===== src/rtl/bhc_pkg.sv =====
package bhc_pkg;

  // Strobes issued by the control FSM to the datapath each cycle.
  typedef struct packed {
    logic load;      // accept a new request
    logic eligible;  // accepted cycle may burst
    logic hyper;     // accepted cycle is a hyperpage burst
    logic take;      // ready accepted for the current beat
    logic last;      // this take finishes the bus cycle
    logic abort;     // wait limit reached without ready
    logic waitInc;   // beat still waiting
  } bhcStrobe_t;

endpackage


===== src/rtl/bhc_ctrl.sv =====
module bhc_ctrl
  import bhc_pkg::*;
(
  input  logic       clk,
  input  logic       rstN,
  input  logic       reqValid,
  input  logic       reqBurstOk,
  input  logic       cfgBurstEn,
  input  logic       cfgHyperEn,
  input  logic       busBurstAck,
  input  logic       busReady,
  input  logic       firstBeat,
  input  logic       lastBeat,
  input  logic       waitExpired,
  output bhcStrobe_t strb,
  output logic       busy,
  output logic       busHyper
);

  logic inXfer;
  logic burstMode;
  logic hyperMode;
  logic goOn;

  always_comb begin
    strb          = '0;
    strb.eligible = cfgBurstEn & reqBurstOk;
    strb.hyper    = cfgBurstEn & reqBurstOk & cfgHyperEn;
    strb.load     = ~inXfer & reqValid;
    strb.take     = inXfer & busReady;
    strb.waitInc  = inXfer & ~busReady;
    strb.abort    = inXfer & ~busReady & waitExpired;
    // acknowledge only matters when the first word closes
    goOn          = hyperMode | (burstMode & busBurstAck);
    strb.last     = strb.take & (lastBeat | (firstBeat & ~goOn));
  end

  always_ff @(posedge clk) begin
    if (!rstN) begin
      inXfer    <= 1'b0;
      burstMode <= 1'b0;
      hyperMode <= 1'b0;
    end else if (strb.load) begin
      inXfer    <= 1'b1;
      burstMode <= strb.eligible;
      hyperMode <= strb.hyper;
    end else if (strb.last || strb.abort) begin
      inXfer    <= 1'b0;
      burstMode <= 1'b0;
      hyperMode <= 1'b0;
    end
  end

  assign busy     = inXfer;
  assign busHyper = inXfer & hyperMode;

endmodule


===== src/rtl/bhc_dp.sv =====
module bhc_dp
  import bhc_pkg::*;
#(
  parameter int DATA_W     = 32,
  parameter int BEATS      = 4,
  parameter int WAIT_LIMIT = 8,
  localparam int IDX_W     = $clog2(BEATS),
  localparam int WAIT_W    = $clog2(WAIT_LIMIT + 1)
) (
  input  logic              clk,
  input  logic              rstN,
  input  bhcStrobe_t        strb,
  input  logic [IDX_W-1:0]  reqWord,
  input  logic [DATA_W-1:0] busData,
  output logic              busAs,
  output logic              busBurstReq,
  output logic [IDX_W-1:0]  busWord,
  output logic              firstBeat,
  output logic              lastBeat,
  output logic              waitExpired,
  output logic              rspValid,
  output logic [DATA_W-1:0] rspData,
  output logic [IDX_W-1:0]  rspIdx,
  output logic              rspLast,
  output logic              rspErr
);

  localparam logic [IDX_W-1:0]  LAST_IDX = IDX_W'(BEATS - 1);
  localparam logic [WAIT_W-1:0] WAIT_END = WAIT_W'(WAIT_LIMIT - 1);

  logic [IDX_W-1:0]  startWord;
  logic [IDX_W-1:0]  beat;
  logic [WAIT_W-1:0] waitCnt;

  // interleaved order: each beat flips the start word by the beat number
  assign busWord     = startWord ^ beat;
  assign firstBeat   = (beat == '0);
  assign lastBeat    = (beat == LAST_IDX);
  assign waitExpired = (waitCnt == WAIT_END);

  always_ff @(posedge clk) begin
    if (!rstN) begin
      startWord   <= '0;
      beat        <= '0;
      waitCnt     <= '0;
      busAs       <= 1'b0;
      busBurstReq <= 1'b0;
    end else begin
      busAs       <= strb.load;
      busBurstReq <= strb.load & strb.eligible;
      if (strb.load) begin
        startWord <= strb.hyper ? '0 : reqWord;
        beat      <= '0;
        waitCnt   <= '0;
      end else if (strb.take) begin
        beat    <= beat + IDX_W'(1);
        waitCnt <= '0;
      end else if (strb.waitInc && !waitExpired) begin
        waitCnt <= waitCnt + WAIT_W'(1);
      end
    end
  end

  always_ff @(posedge clk) begin
    if (!rstN) begin
      rspValid <= 1'b0;
      rspData  <= '0;
      rspIdx   <= '0;
      rspLast  <= 1'b0;
      rspErr   <= 1'b0;
    end else begin
      rspValid <= strb.take;
      rspLast  <= strb.last;
      rspErr   <= strb.abort;
      if (strb.take) begin
        rspData <= busData;
        rspIdx  <= busWord;
      end
    end
  end

endmodule


===== src/rtl/burst_handshake_ctrl.sv =====
module burst_handshake_ctrl
  import bhc_pkg::*;
#(
  parameter int DATA_W     = 32,
  parameter int BEATS      = 4,
  parameter int WAIT_LIMIT = 8,
  localparam int IDX_W     = $clog2(BEATS)
) (
  input  logic              clk,
  input  logic              rstN,
  input  logic              reqValid,
  input  logic [IDX_W-1:0]  reqWord,
  input  logic              reqBurstOk,
  input  logic              cfgBurstEn,
  input  logic              cfgHyperEn,
  output logic              busy,
  output logic              busAs,
  output logic              busBurstReq,
  output logic              busHyper,
  output logic [IDX_W-1:0]  busWord,
  input  logic              busBurstAck,
  input  logic              busReady,
  input  logic [DATA_W-1:0] busData,
  output logic              rspValid,
  output logic [DATA_W-1:0] rspData,
  output logic [IDX_W-1:0]  rspIdx,
  output logic              rspLast,
  output logic              rspErr
);

  bhcStrobe_t strb;
  logic       firstBeat;
  logic       lastBeat;
  logic       waitExpired;

  bhc_ctrl u_ctrl (
    .clk         (clk),
    .rstN        (rstN),
    .reqValid    (reqValid),
    .reqBurstOk  (reqBurstOk),
    .cfgBurstEn  (cfgBurstEn),
    .cfgHyperEn  (cfgHyperEn),
    .busBurstAck (busBurstAck),
    .busReady    (busReady),
    .firstBeat   (firstBeat),
    .lastBeat    (lastBeat),
    .waitExpired (waitExpired),
    .strb        (strb),
    .busy        (busy),
    .busHyper    (busHyper)
  );

  bhc_dp #(
    .DATA_W     (DATA_W),
    .BEATS      (BEATS),
    .WAIT_LIMIT (WAIT_LIMIT)
  ) u_dp (
    .clk         (clk),
    .rstN        (rstN),
    .strb        (strb),
    .reqWord     (reqWord),
    .busData     (busData),
    .busAs       (busAs),
    .busBurstReq (busBurstReq),
    .busWord     (busWord),
    .firstBeat   (firstBeat),
    .lastBeat    (lastBeat),
    .waitExpired (waitExpired),
    .rspValid    (rspValid),
    .rspData     (rspData),
    .rspIdx      (rspIdx),
    .rspLast     (rspLast),
    .rspErr      (rspErr)
  );

endmodule


===== config.mk =====
export PLATFORM = sky130hd
export DESIGN_NAME = burst_handshake_ctrl
export DESIGN_NICKNAME = d
export VERILOG_FILES = /design/src/rtl/bhc_pkg.sv /design/src/rtl/bhc_ctrl.sv /design/src/rtl/bhc_dp.sv /design/src/rtl/burst_handshake_ctrl.sv
export SDC_FILE = /design/constraint.sdc
export NUM_CORES = 1
export LEC_CHECK = 0
export ABC_CLOCK_PERIOD_IN_PS = 2900
export BUFFER_PORTS_ARGS = -buffer_cell sky130_fd_sc_hd__buf_4
export CAP_MARGIN = 20
export CORE_UTILIZATION = 51
export CTS_BUF_LIST = sky130_fd_sc_hd__clkbuf_8
export DETAILED_ROUTE_END_ITERATION = 7
export GPL_TIMING_DRIVEN = 0
export PLACE_DENSITY = 0.93
export SLEW_MARGIN = 30
export SYNTH_ARGS = -nofsm -noshare
export SYNTH_HDL_FRONTEND = slang
export SYNTH_SLANG_ARGS = --single-unit

===== constraint.sdc =====
create_clock -name clk -period 2.9 [get_ports clk]
set_input_delay 0.435 -clock clk [delete_from_list [all_inputs] [get_ports clk]]
set_output_delay 0.435 -clock clk [all_outputs]
set_load 0.01 [all_outputs]

==> impl_results.md <==
- Seq/Total Area, Yosys: 54.2%
- GRT Overall Usage: 23.4%
- Yosys reg bits: 50
- Core area: 3420 sq um
- Setup crit start kind: register
- Mapped Cells: 215
- CP top delay family: flip-flops
- Die Area: 3870 sq um
- Cell Rows: 21
- CP max FO: 4
- TritonRoute pass-1 iters: 7
- Worst Reg2Reg Path Length in Cells: 5
- Crit Path Class: register to output port
- Post-DP HPWL: 3150 microns
- Switching portion of total power: 23.0%
- Root Driver: clkbuf_8
- Largest net degree at the start of global routing: 15
- Worst Max-Slew Pin Slew: 0.451 ns
- DRT iter0 DRCs: 106
- Asr flop ratio synth: 0%
- Worst Path Required: 2.47 ns
- Tmin final: 1.53 ns
- # IOs: 85
- Area Growth Syn to Fin: 43.0%
- Total CTS buffers: 5
- Total of warnings raised by yosys: 0
- Remaining global-route overflow: 0
- DR vias/cell: 4.92
- Top-area cell type share of the netlist area: 54.2%
- Int Pwr: 1070 uW
- PortBufs: 84
- Combinational share of power: 13.9%
- Hold Path Cell Cnt: 2
- Hold-fix buffers, CTS: 0
- Max clock buf depth: 2
- Average cell area after synthesis: 8.60 sq um
- Global-route wire length before repair: 7170 microns
- Area contributors post-synth: dfxtp_1 54%, nand2_1 14%, a21oi_1 9.2%
- Die Y: 62.2 microns
- Vias in the first global route: 1638
- Antenna diode count: 0
- CP Cell Sequence: xor2_1 -> buf_4
- Routed WL: 4190 microns
- Starting Density: 54.1%
- Net Switching: 318 uW
- PostCTS Resize Cnt: 0
- Final slew viol count: 0
- Max incr delay on CP: 0.40 ns
- Max_slew headroom: 69.9%
- Share of layout cells above drive strength 1: 33.9%
- Routed len/inst: 11.9 microns
- Chip Width: 62.2 microns
- Fin. Hold Viols: 0
- CTS tree: yes
- Syn Nets: 260
- Later-pin clock latency in the skew report: 0.29 ns
- RSZ-0062 raised after global routing: false
- Fmax achieved: 0.653 GHz
- Clock sinks: 50
- Fin crit share: 52.8%
- DRC viols: 0
- Clock Skews: 0.00408 ns
- Antenna violations before repair: 0
- # H-tree levels: 2
- HP Class: input port to register
- Non-Filler Instances: 353
- Buf/Inv on CP: 1
- RePlAce Congestion: 0.761
- Slowest cell on crit path: dfxtp_1
- Worst-path clk slew: 0.08 ns
- Routed Antenna Nets: 0
- Setup TNS: 0 ns
- Final #Nets: 351
- Synth Cell Area: 1850 sq um
- Crit path depth: 2
- Final setup fails: 0
- Outcome: completed
- Pwr/cell area: 525 nW/um^2
- Max-cap violations: 0
- Critical Path AT: 1.10 ns
- Distinct cells, synth: 31
- Leakage power: 0.00121 uW
- Worst IR Drop VDD: 0.383 mV
- Primary FF master, synth: dfxtp_1
- Critical path endpoint category: output port
- Leading area contributor after synthesis: dfxtp_1
- Clk network pwr share: 33.4%
- Seq pwr share: 52.6%
- Post-synth EDFFs: 0
- Setup bufs post-CTS: 0
- Post-Place Cells: 345
- Via count: 1737
[synth_stat cells, drive strengths merged, types with 3 or more instances]
cell type,number
nand2,72
dfxtp,50
a21oi,34
nor2,11
buf,10
and2,4
inv,4
a22o,3
ha,3
xor2,3
[layout make-up]
type	instances	area, sq um
flip-flops and latches	50	1000
fillers	261	773
multi-input cells	149	766
repair buffers	84	631
clock buffers	5	68.8
plain buffers	12	66.3
well taps	46	57.6
clock inverters	3	37.5
inverters	4	15.0
[cells by family after synthesis]
family / synth area share (%)
simple gates: 22.3
mux: 0.542
buf+inv: 4.40
fa+ha+maj: 2.03
flops: 54.2
xor+xnor: 2.37
compound gates: 14.2
[placed cells by master (no fill, tap or decap), types with 3 or more instances in the layout]
cell	synthesis	final
buf_4	0	84
nand2_1	71	71
dfxtp_1	50	50
a21oi_1	34	34
nor2_1	11	11
inv_1	4	6
buf_2	5	5
clkbuf_8	0	5
xor2_1	3	3
and2_1	3	3
buf_1	3	3
a22o_1	3	3
ha_1	3	3
[registers in the layout (all words and copies together), names as in the netlist]
name	cells
u_dp.rspValid	1
u_dp.rspData	32
u_dp.rspLast	1
u_ctrl.burstMode	1
u_dp.rspErr	1
u_ctrl.busy	1
u_dp.busBurstReq	1
u_dp.waitCnt	4
u_dp.busAs	1
u_dp.rspIdx	2
u_dp.startWord	2
u_dp.beat	2
u_ctrl.hyperMode	1
[worst paths after layout]
check                         from           endpoint  slack, ns
setup / recovery      u_dp.beat[1]         busWord[1]       1.37
hold / removal          reqWord[0]  u_dp.startWord[0]       0.35
hold reg to reg   u_dp.rspData[13]   u_dp.rspData[13]       0.46
setup reg to reg      u_dp.beat[0]   u_ctrl.hyperMode       1.40
[power by group through the flow]
stage / sequential (uW) / combinational (uW) / clock [uW]
floorplan: 756 / 79.4 / 0
global placement: 744 / 190 / 0
global route: 734 / 212 / 518
detailed placement: 745 / 195 / 0
CTS: 729 / 195 / 473
finish: 729 / 193 / 464
[routing by layer]
layer	share of wire (%)	routed length, microns	vias up	GRT usage (%)
met5	0	0	-	0
met4	1.1	47	0	8.43
met3	6.3	263	6	6.25
met2	49	2060	71	40.0
met1	43	1810	776	28.1
li1	-	-	884	-
[stage by stage]
stage / setup WS (ns) / power (uW) / util (%) / hold WS, ns / cell area, sq um
floorplan: 1.56 / 835 / - / 0.426 / 1850
global placement: 1.45 / 934 / 74.2 / 0.434 / 2540
detailed placement: 1.39 / 940 / 74.2 / 0.449 / 2540
CTS: 1.37 / 1400 / 77.4 / 0.340 / 2640
global route: 1.27 / 1460 / 77.4 / 0.347 / 2640
finish: 1.37 / 1390 / 77.4 / 0.349 / 2640
Power figures use the tool's default switching activity.
